## src/rtl/descq_pkg.sv

```systemverilog
`timescale 1ns/1ps
package descq_pkg;

  // Channel phase seen by the control
  typedef enum logic [1:0] {
    CH_IDLE   = 2'd0,
    CH_FETCH  = 2'd1,
    CH_ACTIVE = 2'd2
  } chanState_e;

  // Strobes from control to datapath
  typedef struct packed {
    logic push;        // accept a host pointer
    logic popLoad;     // pop head and load current register
    logic progAdv;     // step the progress code
    logic progFinish;  // force progress to the done code
    logic ovfSet;      // record a dropped write
  } dpStrobes_t;

  localparam int PROG_DONE_CODE = 7;

endpackage

```

## src/rtl/descq_fifo.sv

```systemverilog
`timescale 1ns/1ps
module descq_fifo #(
  parameter int WIDTH = 32,
  parameter int DEPTH = 8
) (
  input  logic             clk,
  input  logic             rstN,
  input  logic             push,
  input  logic [WIDTH-1:0] pushData,
  input  logic             pop,
  output logic [WIDTH-1:0] headData,
  output logic             empty,
  output logic             full
);

  localparam int IDX_W = (DEPTH > 1) ? $clog2(DEPTH) : 1;
  localparam int CNT_W = $clog2(DEPTH + 1);
  localparam logic [IDX_W-1:0] LAST_IDX = IDX_W'(DEPTH - 1);
  localparam logic [CNT_W-1:0] FULL_CNT = CNT_W'(DEPTH);

  logic [WIDTH-1:0] slots [DEPTH];
  logic [IDX_W-1:0] wrIdx;
  logic [IDX_W-1:0] rdIdx;
  logic [CNT_W-1:0] fillCnt;

  function automatic logic [IDX_W-1:0] nextIdx(input logic [IDX_W-1:0] idx);
    return (idx == LAST_IDX) ? '0 : idx + 1'b1;
  endfunction

  always_ff @(posedge clk) begin
    if (push) slots[wrIdx] <= pushData;
  end

  always_ff @(posedge clk or negedge rstN) begin
    if (!rstN) begin
      wrIdx   <= '0;
      rdIdx   <= '0;
      fillCnt <= '0;
    end else begin
      if (push) wrIdx <= nextIdx(wrIdx);
      if (pop)  rdIdx <= nextIdx(rdIdx);
      case ({push, pop})
        2'b10:   fillCnt <= fillCnt + 1'b1;
        2'b01:   fillCnt <= fillCnt - 1'b1;
        default: fillCnt <= fillCnt;
      endcase
    end
  end

  assign headData = slots[rdIdx];
  assign empty    = (fillCnt == '0);
  assign full     = (fillCnt == FULL_CNT);


  flags_exclusive_chk: assert property (@(posedge clk) disable iff (!rstN)
    !(empty && full));


  no_overflow_chk: assert property (@(posedge clk) disable iff (!rstN)
    push |-> !full);


  no_underflow_chk: assert property (@(posedge clk) disable iff (!rstN)
    pop |-> !empty);

endmodule

```

## src/rtl/descq_ctrl.sv

```systemverilog
`timescale 1ns/1ps
module descq_ctrl
  import descq_pkg::*;
(
  input  logic       clk,
  input  logic       rstN,
  input  logic       hostWrEn,
  input  logic       qEmpty,
  input  logic       qFull,
  input  logic       fetchDone,
  input  logic       stageAdv,
  input  logic       descFinish,
  input  logic       hdrWbEnable,
  output dpStrobes_t strb,
  output logic       fetchReq,
  output logic       descActive,
  output logic       wbStrobe
);

  chanState_e state;
  chanState_e stateNxt;

  always_comb begin
    stateNxt = state;
    case (state)
      CH_IDLE:   if (!qEmpty)    stateNxt = CH_FETCH;
      CH_FETCH:  if (fetchDone)  stateNxt = CH_ACTIVE;
      CH_ACTIVE: if (descFinish) stateNxt = CH_IDLE;
      default:                   stateNxt = CH_IDLE;
    endcase
  end

  always_ff @(posedge clk or negedge rstN) begin
    if (!rstN) state <= CH_IDLE;
    else       state <= stateNxt;
  end

  assign fetchReq   = (state == CH_FETCH);
  assign descActive = (state == CH_ACTIVE);

  always_comb begin
    strb            = '0;
    strb.push       = hostWrEn && !qFull;
    strb.ovfSet     = hostWrEn && qFull;
    strb.popLoad    = fetchReq && fetchDone;
    strb.progFinish = descActive && descFinish;
    strb.progAdv    = descActive && stageAdv && !descFinish;
  end

  assign wbStrobe = descActive && descFinish && hdrWbEnable;


  req_hold_chk: assert property (@(posedge clk) disable iff (!rstN)
    fetchReq && !fetchDone |=> fetchReq);


  load_after_done_chk: assert property (@(posedge clk) disable iff (!rstN)
    $rose(descActive) |-> $past(fetchReq && fetchDone));


  finish_to_idle_chk: assert property (@(posedge clk) disable iff (!rstN)
    descActive && descFinish |=> !descActive);


  single_outstanding_chk: assert property (@(posedge clk) disable iff (!rstN)
    $onehot0({fetchReq, descActive}));

endmodule

```

## src/rtl/descq_dp.sv

```systemverilog
`timescale 1ns/1ps
module descq_dp
  import descq_pkg::*;
#(
  parameter int ADDR_W = 32,
  parameter int DEPTH  = 8,
  parameter int PROG_W = 8
) (
  input  logic              clk,
  input  logic              rstN,
  input  dpStrobes_t        strb,
  input  logic [ADDR_W-1:0] hostWrData,
  output logic              qEmpty,
  output logic              qFull,
  output logic [ADDR_W-1:0] headPtr,
  output logic [ADDR_W-1:0] curPtr,
  output logic [PROG_W-1:0] progress,
  output logic              overflowErr
);

  localparam logic [PROG_W-1:0] DONE_CODE = PROG_W'(PROG_DONE_CODE);

  descq_fifo #(
    .WIDTH (ADDR_W),
    .DEPTH (DEPTH)
  ) i_fifo (
    .clk      (clk),
    .rstN     (rstN),
    .push     (strb.push),
    .pushData (hostWrData),
    .pop      (strb.popLoad),
    .headData (headPtr),
    .empty    (qEmpty),
    .full     (qFull)
  );

  always_ff @(posedge clk or negedge rstN) begin
    if (!rstN)             curPtr <= '0;
    else if (strb.popLoad) curPtr <= headPtr;
  end

  always_ff @(posedge clk or negedge rstN) begin
    if (!rstN)                progress <= DONE_CODE;
    else if (strb.popLoad)    progress <= '0;
    else if (strb.progFinish) progress <= DONE_CODE;
    else if (strb.progAdv && progress != DONE_CODE)
                              progress <= progress + 1'b1;
  end

  always_ff @(posedge clk or negedge rstN) begin
    if (!rstN)            overflowErr <= 1'b0;
    else if (strb.ovfSet) overflowErr <= 1'b1;
  end


  cur_only_on_load_chk: assert property (@(posedge clk) disable iff (!rstN)
    !$stable(curPtr) |-> $past(strb.popLoad));


  prog_range_chk: assert property (@(posedge clk) disable iff (!rstN)
    progress <= DONE_CODE);


  prog_start_chk: assert property (@(posedge clk) disable iff (!rstN)
    $past(strb.popLoad) |-> progress == '0);


  ovf_sticky_chk: assert property (@(posedge clk) disable iff (!rstN)
    $past(overflowErr) |-> overflowErr);


  ovf_set_chk: assert property (@(posedge clk) disable iff (!rstN)
    $past(strb.ovfSet) |-> overflowErr);

endmodule

```

## src/rtl/descPtrFetchQueue.sv

```systemverilog
`timescale 1ns/1ps
module descPtrFetchQueue
  import descq_pkg::*;
#(
  parameter int ADDR_W = 32,
  parameter int REG_W  = 64,
  parameter int DEPTH  = 8,
  parameter int PROG_W = 8
) (
  input  logic              clk,
  input  logic              rstN,
  input  logic              hostWrEn,
  input  logic [ADDR_W-1:0] hostWrData,
  output logic              queueEmpty,
  output logic              queueFull,
  output logic              overflowErr,
  output logic              fetchReq,
  output logic [ADDR_W-1:0] fetchAddr,
  input  logic              fetchDone,
  output logic [REG_W-1:0]  curDescPtr,
  input  logic              hdrWbEnable,
  output logic              wbAddrValid,
  output logic [ADDR_W-1:0] wbAddr,
  output logic              wbStrobe,
  input  logic              stageAdv,
  input  logic              descFinish,
  output logic [PROG_W-1:0] progress
);

  localparam int RSV_W = REG_W - ADDR_W;

  dpStrobes_t        strb;
  logic              descActive;
  logic [ADDR_W-1:0] curPtr;

  descq_ctrl i_ctrl (
    .clk         (clk),
    .rstN        (rstN),
    .hostWrEn    (hostWrEn),
    .qEmpty      (queueEmpty),
    .qFull       (queueFull),
    .fetchDone   (fetchDone),
    .stageAdv    (stageAdv),
    .descFinish  (descFinish),
    .hdrWbEnable (hdrWbEnable),
    .strb        (strb),
    .fetchReq    (fetchReq),
    .descActive  (descActive),
    .wbStrobe    (wbStrobe)
  );

  descq_dp #(
    .ADDR_W (ADDR_W),
    .DEPTH  (DEPTH),
    .PROG_W (PROG_W)
  ) i_dp (
    .clk         (clk),
    .rstN        (rstN),
    .strb        (strb),
    .hostWrData  (hostWrData),
    .qEmpty      (queueEmpty),
    .qFull       (queueFull),
    .headPtr     (fetchAddr),
    .curPtr      (curPtr),
    .progress    (progress),
    .overflowErr (overflowErr)
  );

  assign curDescPtr  = {{RSV_W{1'b0}}, curPtr};
  assign wbAddrValid = hdrWbEnable && descActive;
  assign wbAddr      = wbAddrValid ? curPtr : '0;


  addr_stable_chk: assert property (@(posedge clk) disable iff (!rstN)
    fetchReq && !fetchDone |=> $stable(fetchAddr));


  wb_single_chk: assert property (@(posedge clk) disable iff (!rstN)
    wbStrobe |=> !wbStrobe);


  wb_pair_chk: assert property (@(posedge clk) disable iff (!rstN)
    wbStrobe |-> wbAddrValid && wbAddr == curDescPtr[ADDR_W-1:0]);

endmodule

```

## config.mk

```make
export PLATFORM = sky130hd
export DESIGN_NAME = descPtrFetchQueue
export DESIGN_NICKNAME = d
export VERILOG_FILES = /design/src/rtl/descq_pkg.sv /design/src/rtl/descq_fifo.sv /design/src/rtl/descq_ctrl.sv /design/src/rtl/descq_dp.sv /design/src/rtl/descPtrFetchQueue.sv
export SDC_FILE = /design/constraint.sdc
export NUM_CORES = 1
export LEC_CHECK = 0
export BUFFER_PORTS_ARGS = -buffer_cell sky130_fd_sc_hd__buf_4
export CAP_MARGIN = 10
export CELL_PAD_IN_SITES_DETAIL_PLACEMENT = 1
export CELL_PAD_IN_SITES_GLOBAL_PLACEMENT = 2
export CORE_ASPECT_RATIO = 1.5
export CORE_MARGIN = 3
export CORE_UTILIZATION = 30
export DETAILED_ROUTE_END_ITERATION = 10
export PLACE_DENSITY = 0.59
export SLEW_MARGIN = 30
export SYNTH_ARGS = -nofsm -noshare
export SYNTH_HDL_FRONTEND = slang
export SYNTH_SLANG_ARGS = --single-unit
```

## constraint.sdc

```tcl
create_clock -name clk -period 5.23 [get_ports clk]
set_clock_uncertainty 0.1 [all_clocks]
set_input_delay 0.523 -clock clk [delete_from_list [all_inputs] [get_ports clk]]
set_output_delay 0.523 -clock clk [all_outputs]
set_load 0.01 [all_outputs]
```

---- Word-level counts from Yosys, hierarchy flattened ----
Memories as Yosys holds them, arrays and structs flattened.
Cells that the tools add are included.
W data, S select, Z words.
storage, ports and cells
  memory bits (read-only) ................. 0
  bits of input ports ..................... 39
  output and inout bits ................... 142
  memory bits (writable) .................. 256
  memories ................................ 1
  word-level logic and storage cells ...... 53
  register bits after elaboration ......... 53
  latch bits .............................. 0
operators by class
  $add $sub $neg .......................... 5
  reductions and logical operators ........ 16
  shifts and indexed selects .............. 0
  multiply operators ...................... 0
  divide/modulo/power cells ............... 0
  bitwise operators ....................... 0
  mux-type cells .......................... 13
  magnitude comparators ................... 0
  equality and inequality tests ........... 11
memories
  name               depth  bits a word  read ports  clocked after memory_dff  write ports  line              RTL
  i_dp.i_fifo.slots  8      32           1           0                         1            descq_fifo.sv:21  logic [WIDTH-1:0] slots [DEPTH];
operators with widths
  operator               count
  $mux W32               1
  $mux W8                3
  $logic_and A1 B1 Y1    9
  $add A8 B1 Y8 const B  1
  $ne A8 B3 Y1 const B   1
  $pmux W4 S2            1
  $add A3 B1 Y3 const B  2
  $eq A3 B3 Y1 const B   2
  $mux W2                3
  $mux W3                2
  $ne A2 B2 Y1 const B   3
  $pmux W2 S3            1
  $add A4 B1 Y4 const B  1
  $eq A2 B1 Y1 const B   2
  $eq A2 B2 Y1 const B   2
  $eq A4 B4 Y1 const B   1
  $logic_not A4 Y1       1
  $sub A4 B1 Y4 const B  1
  $reduce_and A3 Y1      1
  $reduce_bool A3 Y1     1
  $logic_not A1 Y1       2
  $logic_not A2 Y1       1
  $mux W1                2
  $reduce_bool A2 Y1     1

---- Logic depth before layout (Yosys ltp) ----
Gate-level depths: netlist (run 1).
  word-level depth ........................ 7
  mapped depth ............................ 10

---- Modules after synthesis ----
A second synthesis (run 1) with hierarchy kept.
second synthesis, totals
  cells, all modules ...................... 637
  area, all modules ....................... 12575.8 um2
modules (own cells, without submodules)
  module             cells an instance  area an instance (um2)  instances  seq. area each (um2)
  descq_fifo         430                10218.6                 1          7937.6
  descq_dp           121                1712.9                  1          1029.7
  descPtrFetchQueue  72                 509.2                   1          0.0
  descq_ctrl         14                 135.1                   1          50.0

---- Worst setup path after synthesis (run 1) ----
OpenSTA, ideal clock, no wires.
  path type ............................... register -> register
  start point ............................. reg i_dp.i_fifo.fillCnt[3]
  end point ............................... mem i_dp.i_fifo.slots[0][0], enable pin
  slack ................................... 0.669 ns
  arrival ................................. 3.960 ns
  cell stages (with the launch flop) ...... 5
  required time ........................... 4.629 ns
  clock period less this slack ............ 4.561 ns
  path buffers ............................ 1
  cells stage by stage .................... dfrtp_1 nor4b_1 nand2b_1 buf_2 nor4_1
between the ends
  longest elaborated chain between the ends .. 5
ends and longest elaborated chain
  item                           line                     RTL
  start, declared                descq_fifo.sv:24         logic [CNT_W-1:0] fillCnt;
  start signal, assigned         descq_fifo.sv:43         2'b10: fillCnt <= fillCnt + 1'b1;
  start signal, assigned         descq_fifo.sv:44         2'b01: fillCnt <= fillCnt - 1'b1;
  start signal, assigned         descq_fifo.sv:45         default: fillCnt <= fillCnt;
  $eq A4 B4 Y1                   descq_fifo.sv:52         assign full = (fillCnt == FULL_CNT);
  net queueFull                  descPtrFetchQueue.sv:15  output logic queueFull,
  $logic_not A1 Y1               descq_ctrl.sv:43         strb.push = hostWrEn && !qFull;
  $logic_and A1 B1 Y1            descq_ctrl.sv:43
  $mux W1                        descq_fifo.sv:31         if (push) slots[wrIdx] <= pushData;
  $mux W1 (implied by the code)  descq_fifo.sv:31
  end, declared                  descq_fifo.sv:21
The timed path passes the listed nets, and every way through them passes these cells.

---- Final worst setup path (run 1) ----
  start point ............................. reg i_dp.i_fifo.rdIdx[0]
  end point ............................... out fetchAddr[2]
between the ends
  longest elaborated chain between the ends .. 1
ends and longest elaborated chain
  item                    line                     RTL
  start, declared         descq_fifo.sv:23         logic [IDX_W-1:0] rdIdx;
  start signal, assigned  descq_fifo.sv:41         if (pop) rdIdx <= nextIdx(rdIdx);
  $mem_v2 Z8 W32          --
  end, declared           descPtrFetchQueue.sv:18  output logic [ADDR_W-1:0] fetchAddr,
No other way between the ends.

==> reports/results.txt, run 1 <==
Outcome: completed
Initial Util: 30.4%
Dominant synthesized flop cell: edfxtp_1
Design Area, Final: 0.0153 sq mm
Critical Path, Cell by Cell: buf_4, mux4_1, mux2_2, buf_4
Crit path to: fetchAddr[2]
Worst Hold Class: input pin to flip-flop
Starting DRT DRC Count: 438
I/O Pins: 181
Power density cells: 561 mW/mm^2
Worst Setup SP: i_dp.i_fifo.rdIdx[0]$_DFFE_PN0N_
Max-Cap Viols: 0
Critical R2R Launch: i_dp.i_fifo.fillCnt[1]$_DFFE_PN0P_
Peak VDD IR: 0.281 mV
Largest net degree at the start of global routing: 67
Most frequent CP cell: buf_4
FF-to-FF End: i_dp.i_fifo.fillCnt[2]$_DFFE_PN0P_
Area of the mapped netlist: 0.0125 sq mm
EDFF count, synth: 256
Worst Setup Slack, final: 1640 ps
Final ANT Viol Nets: 0
Yosys warning count: 0
Post-cts resize count: 0
Syn_area_per_cell: 20.1 sq um
Multi-input combinational cell area: 0.00322 sq mm
Number of port buffers: 148
Commonest non-fill, non-tap cell in the layout: edfxtp_1
Vias in the first global route: 7135
Cells after synthesis: 623
RSZ-0062 raised after global routing: no
DIE AREA: 0.0442 sq mm
Slowest stage delay, CP: 870 ps
H-tree Lvls: 1
Tmin final: 3590 ps
Gr ovfl total: 0
CTS tree: yes
Layout cells sized above 1: 44.0%
Final hold vios: 0
Die height: 256 um
CTS max path bufs: 3
Via count: 6362
Filler cells: 4029
Final Max Slew Viols: 0
R2r worst-path depth: 9
WP data arrival: 2970 ps
Period utilisation layout: 68.6%
CTS root buffer: clkbuf_16
Post-detail-place hpwl: 18.6 mm
Row cnt: 91
Crit end category: primary output
Clock slew at reported path FFs: 70 ps
First-pass GRT wire length: 45.8 mm
Area Growth Syn to Fin: 22.1%
Seq. cell area: 0.00903 sq mm
CP max stage cell: dfrtp_4
Placer Congestion: 0.710
Leak: 5.58 nW
Final setup violation count: 0
Routed WL: 30.4 mm
DRC Markers: 0
Worst Setup Slack post-DPL: 2080 ps
Pre-antenna DRT Iters: 4
Synth unique cells: 46
Worst setup path class: flip-flop to primary output
Total CTS buffers: 31
Most frequent cells in the layout: edfxtp_1, buf_4, mux2_2, mux4_2, dfrtp_1
Least-Margin Pin Slew: 845 ps
Post-placement cell area: 0.0142 sq mm
Die width: 173 um
Initial antenna violation count: 3
Seq/Total Area, Yosys: 72.1%
Core Region: 0.0411 sq mm
Max Fclk: 279 MHz
Clock Latency Late Sink: 570 ps
Critical Path Start Type: flip-flop
Routed wire per std cell: 22.1 um
Slew headroom: 43.6%
CP Data Required Time: 4610 ps
Total track usage: 13.6%
TritonCTS sink count: 309
Setup TNS: 0 ps
Asr flop ratio synth: 17.2%
#FFs+latches synth: 309
Fin nets: 840
R2R setup slack: 2090 ps
Crit Path Max Fanout: 35
Vias per cell: 4.62
-- metrics by stage --
step                      utilization, %  hold WS, ps  total power (W)  std cells
after floorplan                        -          127          0.00527        654
after global placement              34.5          359          0.00637       1315
after global routing                37.2         31.4          0.00905       1377
after CTS                           37.0         19.2          0.00874       1374
final                               37.2         61.1          0.00857       1377
after detailed placement            34.5          373          0.00648       1315
-- layer usage --
layer | up-vias | part of all wire, % | track usage (%)
li1 | 2784 | - | -
met3 | 38 | 4.0 | 2.12
met2 | 161 | 55 | 26.0
met1 | 3377 | 39 | 15.7
met5 | - | 0.066 | 0
met4 | 2 | 1.9 | 3.67
-- what timing repair did --
action	CTS	global route
hold buffers	1	0
endpoints found under the hold margin	24	0
setup endpoints to repair	0	0
buffers inserted	0	0
-- area by class of cell --
cell class                      count  share of cell area [%]
Antenna cell                        1                  0.0164
Clock buffer                       39                    5.41
Clock inverter                     19                    1.25
Inverter                            3                  0.0737
Multi-Input combinational cell    280                    21.1
Sequential cell                   309                    59.1
Tap cell                          558                    4.57
Timing Repair Buffer              168                    8.49
-- critical path: cells and delay by family (launching register included) --
family                 cells  cell delay [ps]
DFF                        1              870
buffers and inverters      2              610
muxes                      2              900
-- report_power, final --
group | switching (W) | internal [W]
Sequential | 0.000379 | 0.00319
Combinational | 0.00131 | 0.00148
Clock | 0.000944 | 0.00127
-- cells by family (layout without fill, tap and decap cells) --
logic type	Yosys count	after routing	share of synthesized area (%)
AOI/OAI and AO/OA	20	20	1.10
xor gates and xnor gates	8	8	0.560
adders and majority gates	8	8	0.800
buffers and inverters	65	229	3.53
DFF	309	309	72.1
muxes	133	133	18.1
other	1	33	0.0300
and+or+nand+nor	79	79	3.79
-- cells in the mapped netlist, drive strengths merged (3+ instances only) --
library cell,count,share of area (%)
edfxtp,256,61
mux2,68,6.3
mux4,64,12
dfrtp,50,10
buf,43,2.9
and3,34,1.7
clkbuf,19,0.57
ha,8,0.80
a21oi,7,0.28
nor2,7,0.21
nand2,6,0.18
nor3,6,0.24
xor2,6,0.42
nand2b,5,0.25
nand3b,5,0.30
a21o,4,0.24
dfstp,3,0.63
inv,3,0.090
nand3,3,0.12
or4,3,0.18
-- state kept, by name (all words and copies together) (netlist names) --
signal / cells
i_ctrl.state: 2
i_dp.curPtr: 32
i_dp.i_fifo.fillCnt: 4
i_dp.i_fifo.rdIdx: 3
i_dp.i_fifo.slots: 256
i_dp.i_fifo.wrIdx: 3
i_dp.overflowErr: 1
i_dp.progress: 8
-- worst min path at each step --
stage,startpoint,endpoint,slack (ps),depth (start not counted)
after CTS,descFinish,i_ctrl.state[1]$_DFFE_PN0P_,20,2
after floorplan,rstN,i_ctrl.state[0]$_DFFE_PN0P_,130,0
after global routing,descFinish,i_ctrl.state[1]$_DFFE_PN0P_,30,2
after global placement,i_dp.overflowErr$_DFFE_PN0P_,i_dp.overflowErr$_DFFE_PN0P_,360,1
final,descFinish,i_ctrl.state[1]$_DFFE_PN0P_,60,2
after detailed placement,i_dp.overflowErr$_DFFE_PN0P_,i_dp.overflowErr$_DFFE_PN0P_,370,1
No activity file was read; power rests on OpenSTA's default activity.
==> run 2, diff against run 1 <==
- PLACE_DENSITY: 0.59 -> 0.61
- clock period: 5.23 -> 3.27 ns (I/O delays scaled with it)
==> run 2 against run 1 <==
  * Via count rose by 1.5%
  * Design area rose by 1.7%
  * Sequential power rose by 61%
  * Total power rose by 57%
  * First-iteration DRC count fell by 21%
  * Setup slack got worse by 1400 ps
  * Critical endpoint is now fetchAddr[14]
==> reports/results.txt, run 2 (same netlist as run 1, synthesis figures left out) <==
Tmin final: 3030 ps
Power density cells: 865 mW/mm^2 (was 561 mW/mm^2)
Critical Path Start Type: flip-flop (unchanged)
Worst setup path class: flip-flop to primary output (unchanged)
Worst Hold Class: input pin to flip-flop (unchanged)
Critical Path, Cell by Cell: buf_4, mux4_2, mux2_2, buf_4 (was buf_4, mux4_1, mux2_2, buf_4)
Final core utilization: 37.8% (was 37.2%)
Final setup violation count: 0 (unchanged)
DRC Markers: 0 (unchanged)
CP Data Required Time: 2840 ps (was 4610 ps)
Most frequent CP cell: buf_4 (unchanged)
Initial Util: 30.4% (unchanged)
Leak: 5.68 nW (was 5.58 nW)
Worst Setup Slack post-DPL: 653 ps (was 2080 ps)
Crit end category: primary output (unchanged)
Clock slew at reported path FFs: 60 ps (was 70 ps)
Total CTS buffers: 30 (was 31)
Routed length on met1: 11.7 mm (was 11.9 mm)
Pre-antenna DRT Iters: 4 (unchanged)
Gr ovfl total: 0 (unchanged)
Worst Setup Slack, final: 239 ps (was 1640 ps)
DIE AREA: 0.0442 sq mm (unchanged)
Top Registers: i_dp.i_fifo.slots: 256 flops, i_dp.curPtr: 32 flops, i_dp.progress: 8 flops (unchanged)
CTS tree: yes (unchanged)
Total track usage: 13.3% (was 13.6%)
Routed WL: 29.4 mm (was 30.4 mm)
Least-Margin Pin Slew: 843 ps (was 845 ps)
Period utilisation layout: 92.7%
Initial antenna violation count: 1 (was 3)
Layout cells sized above 1: 41.1% (was 44.0%)
Fin nets: 874 (was 840)
Largest register by flop count: i_dp.i_fifo.slots (unchanged)
Die height: 256 um (unchanged)
Peak VDD IR: 0.359 mV (was 0.281 mV)
TritonCTS sink count: 309 (unchanged)
Max Fclk: 330 MHz
Final ANT Viol Nets: 0 (unchanged)
Vias in the first global route: 7145 (was 7135)
Critical path's top delay family: flip-flops (was multiplexers)
Most frequent cells in the layout: edfxtp_1, buf_4, mux2_2, mux4_2, dfrtp_1 (unchanged)
Metal3 WL: 1.13 mm (was 1.21 mm)
Max-Cap Viols: 0 (unchanged)
WL met2: 16.2 mm (was 16.7 mm)
Clock Latency Late Sink: 560 ps (was 570 ps)
Area Growth Syn to Fin: 24.2% (was 22.1%)
I/O Pins: 181 (unchanged)
Number of port buffers: 148 (unchanged)
N_diodes: 0 (was 1)
Final Max Slew Viols: 0 (unchanged)
Die width: 173 um (unchanged)
CTS root buffer: clkbuf_16 (unchanged)
Slowest stage delay, CP: 920 ps (was 870 ps)
Final hold vios: 0 (unchanged)
CP max stage cell: dfrtp_4 (unchanged)
Overall Power: 0.0134 W (was 0.00857 W)
Placer Congestion: 0.679 (was 0.710)
Commonest non-fill, non-tap cell in the layout: edfxtp_1 (unchanged)
RSZ-0062 raised after global routing: no (unchanged)
Crit Path Max Fanout: 49 (was 35)
Core Region: 0.0411 sq mm (unchanged)
Routed wire per std cell: 20.9 um (was 22.1 um)
H-tree Lvls: 1 (unchanged)
Via count: 6457 (was 6362)
Max FFs per register: 256 (unchanged)
Slew headroom: 43.8% (was 43.6%)
Outcome: completed (unchanged)
Starting DRT DRC Count: 348 (was 438)
Post-detail-place hpwl: 17.8 mm (was 18.6 mm)
CTS max path bufs: 3 (unchanged)
WP data arrival: 2600 ps (was 2970 ps)
Critical path buffers and inverters: 2 (unchanged)
Vias per cell: 4.58 (was 4.62)
First-pass GRT wire length: 45.2 mm (was 45.8 mm)
Largest net degree at the start of global routing: 54 (was 67)
Row cnt: 91 (unchanged)
Max layer used: met4 (was met5)
[run 2: metrics by stage]
| step | hold WS [ps] | setup TNS, ps | cells | instance area (sq um) |
|---|---|---|---|---|
| after floorplan | -68.6 | -41930 | 654 | 12600 |
| after global placement | 361 | 0 | 1317 | 14300 |
| after detailed placement | 356 | 0 | 1317 | 14300 |
| after CTS | 242 | 0 | 1409 | 15500 |
| after global routing | 275 | 0 | 1409 | 15500 |
| final | 277 | 0 | 1409 | 15500 |
[run 2: repair_timing]
| item | 4_1_cts | 5_1_grt |
|---|---|---|
| endpoints found under the hold margin | 309 | 0 |
| hold buffers | 36 | 0 |
| setup buffers | 0 | 0 |
| resized for setup | 0 | 0 |
[run 2: area by class of cell]
cell class / instances / area, sq um
Clock buffer: 45 / 848
Clock inverter: 11 / 63.8
Fill cell: 4055 / 25600
Inverter: 3 / 11.3
Multi-Input combinational cell: 280 / 3240
Sequential cell: 309 / 9030
Tap cell: 558 / 698
Timing Repair Buffer: 203 / 1650
[run 2: where the power goes]
group / switching [W] / leakage [nW] / internal (W)
Combinational: 0.00207 / 2.28 / 0.00241
Sequential: 0.000643 / 2.95 / 0.00510
Clock: 0.00143 / 0.444 / 0.00179
[run 2: worst paths after layout]
path	from	end	slack [ps]	depth (start not counted)
setup / recovery	i_dp.i_fifo.rdIdx[2]$_DFFE_PN0N_	fetchAddr[14]	240	4
hold / removal	stageAdv	i_dp.progress[3]$_DFFE_PN0P_	280	4
setup reg to reg	i_dp.i_fifo.fillCnt[1]$_DFFE_PN0P_	i_dp.i_fifo.fillCnt[2]$_DFFE_PN0P_	700	9
hold reg to reg	i_dp.overflowErr$_DFFE_PN0P_	i_dp.overflowErr$_DFFE_PN0P_	370	1
max in group asynchronous	rstN	i_dp.i_fifo.rdIdx[2]$_DFFE_PN0N_	2100	2
min in group asynchronous	rstN	i_dp.curPtr[27]$_DFFE_PN0N_	340	2
[run 2: worst min-delay path, stage by stage]
cell and delay (ps):
buf_4 70, and4bb_2 300, a21bo_2 150, a21oi_1 50
[run 2: per-layer routing]
| metal | vias up | track usage (%) |
|---|---|---|
| li1 | 2859 | - |
| met1 | 3423 | 15.7 |
| met2 | 148 | 25.3 |
| met3 | 27 | 1.88 |
| met4 | 0 | 3.27 |
| met5 | - | 0 |
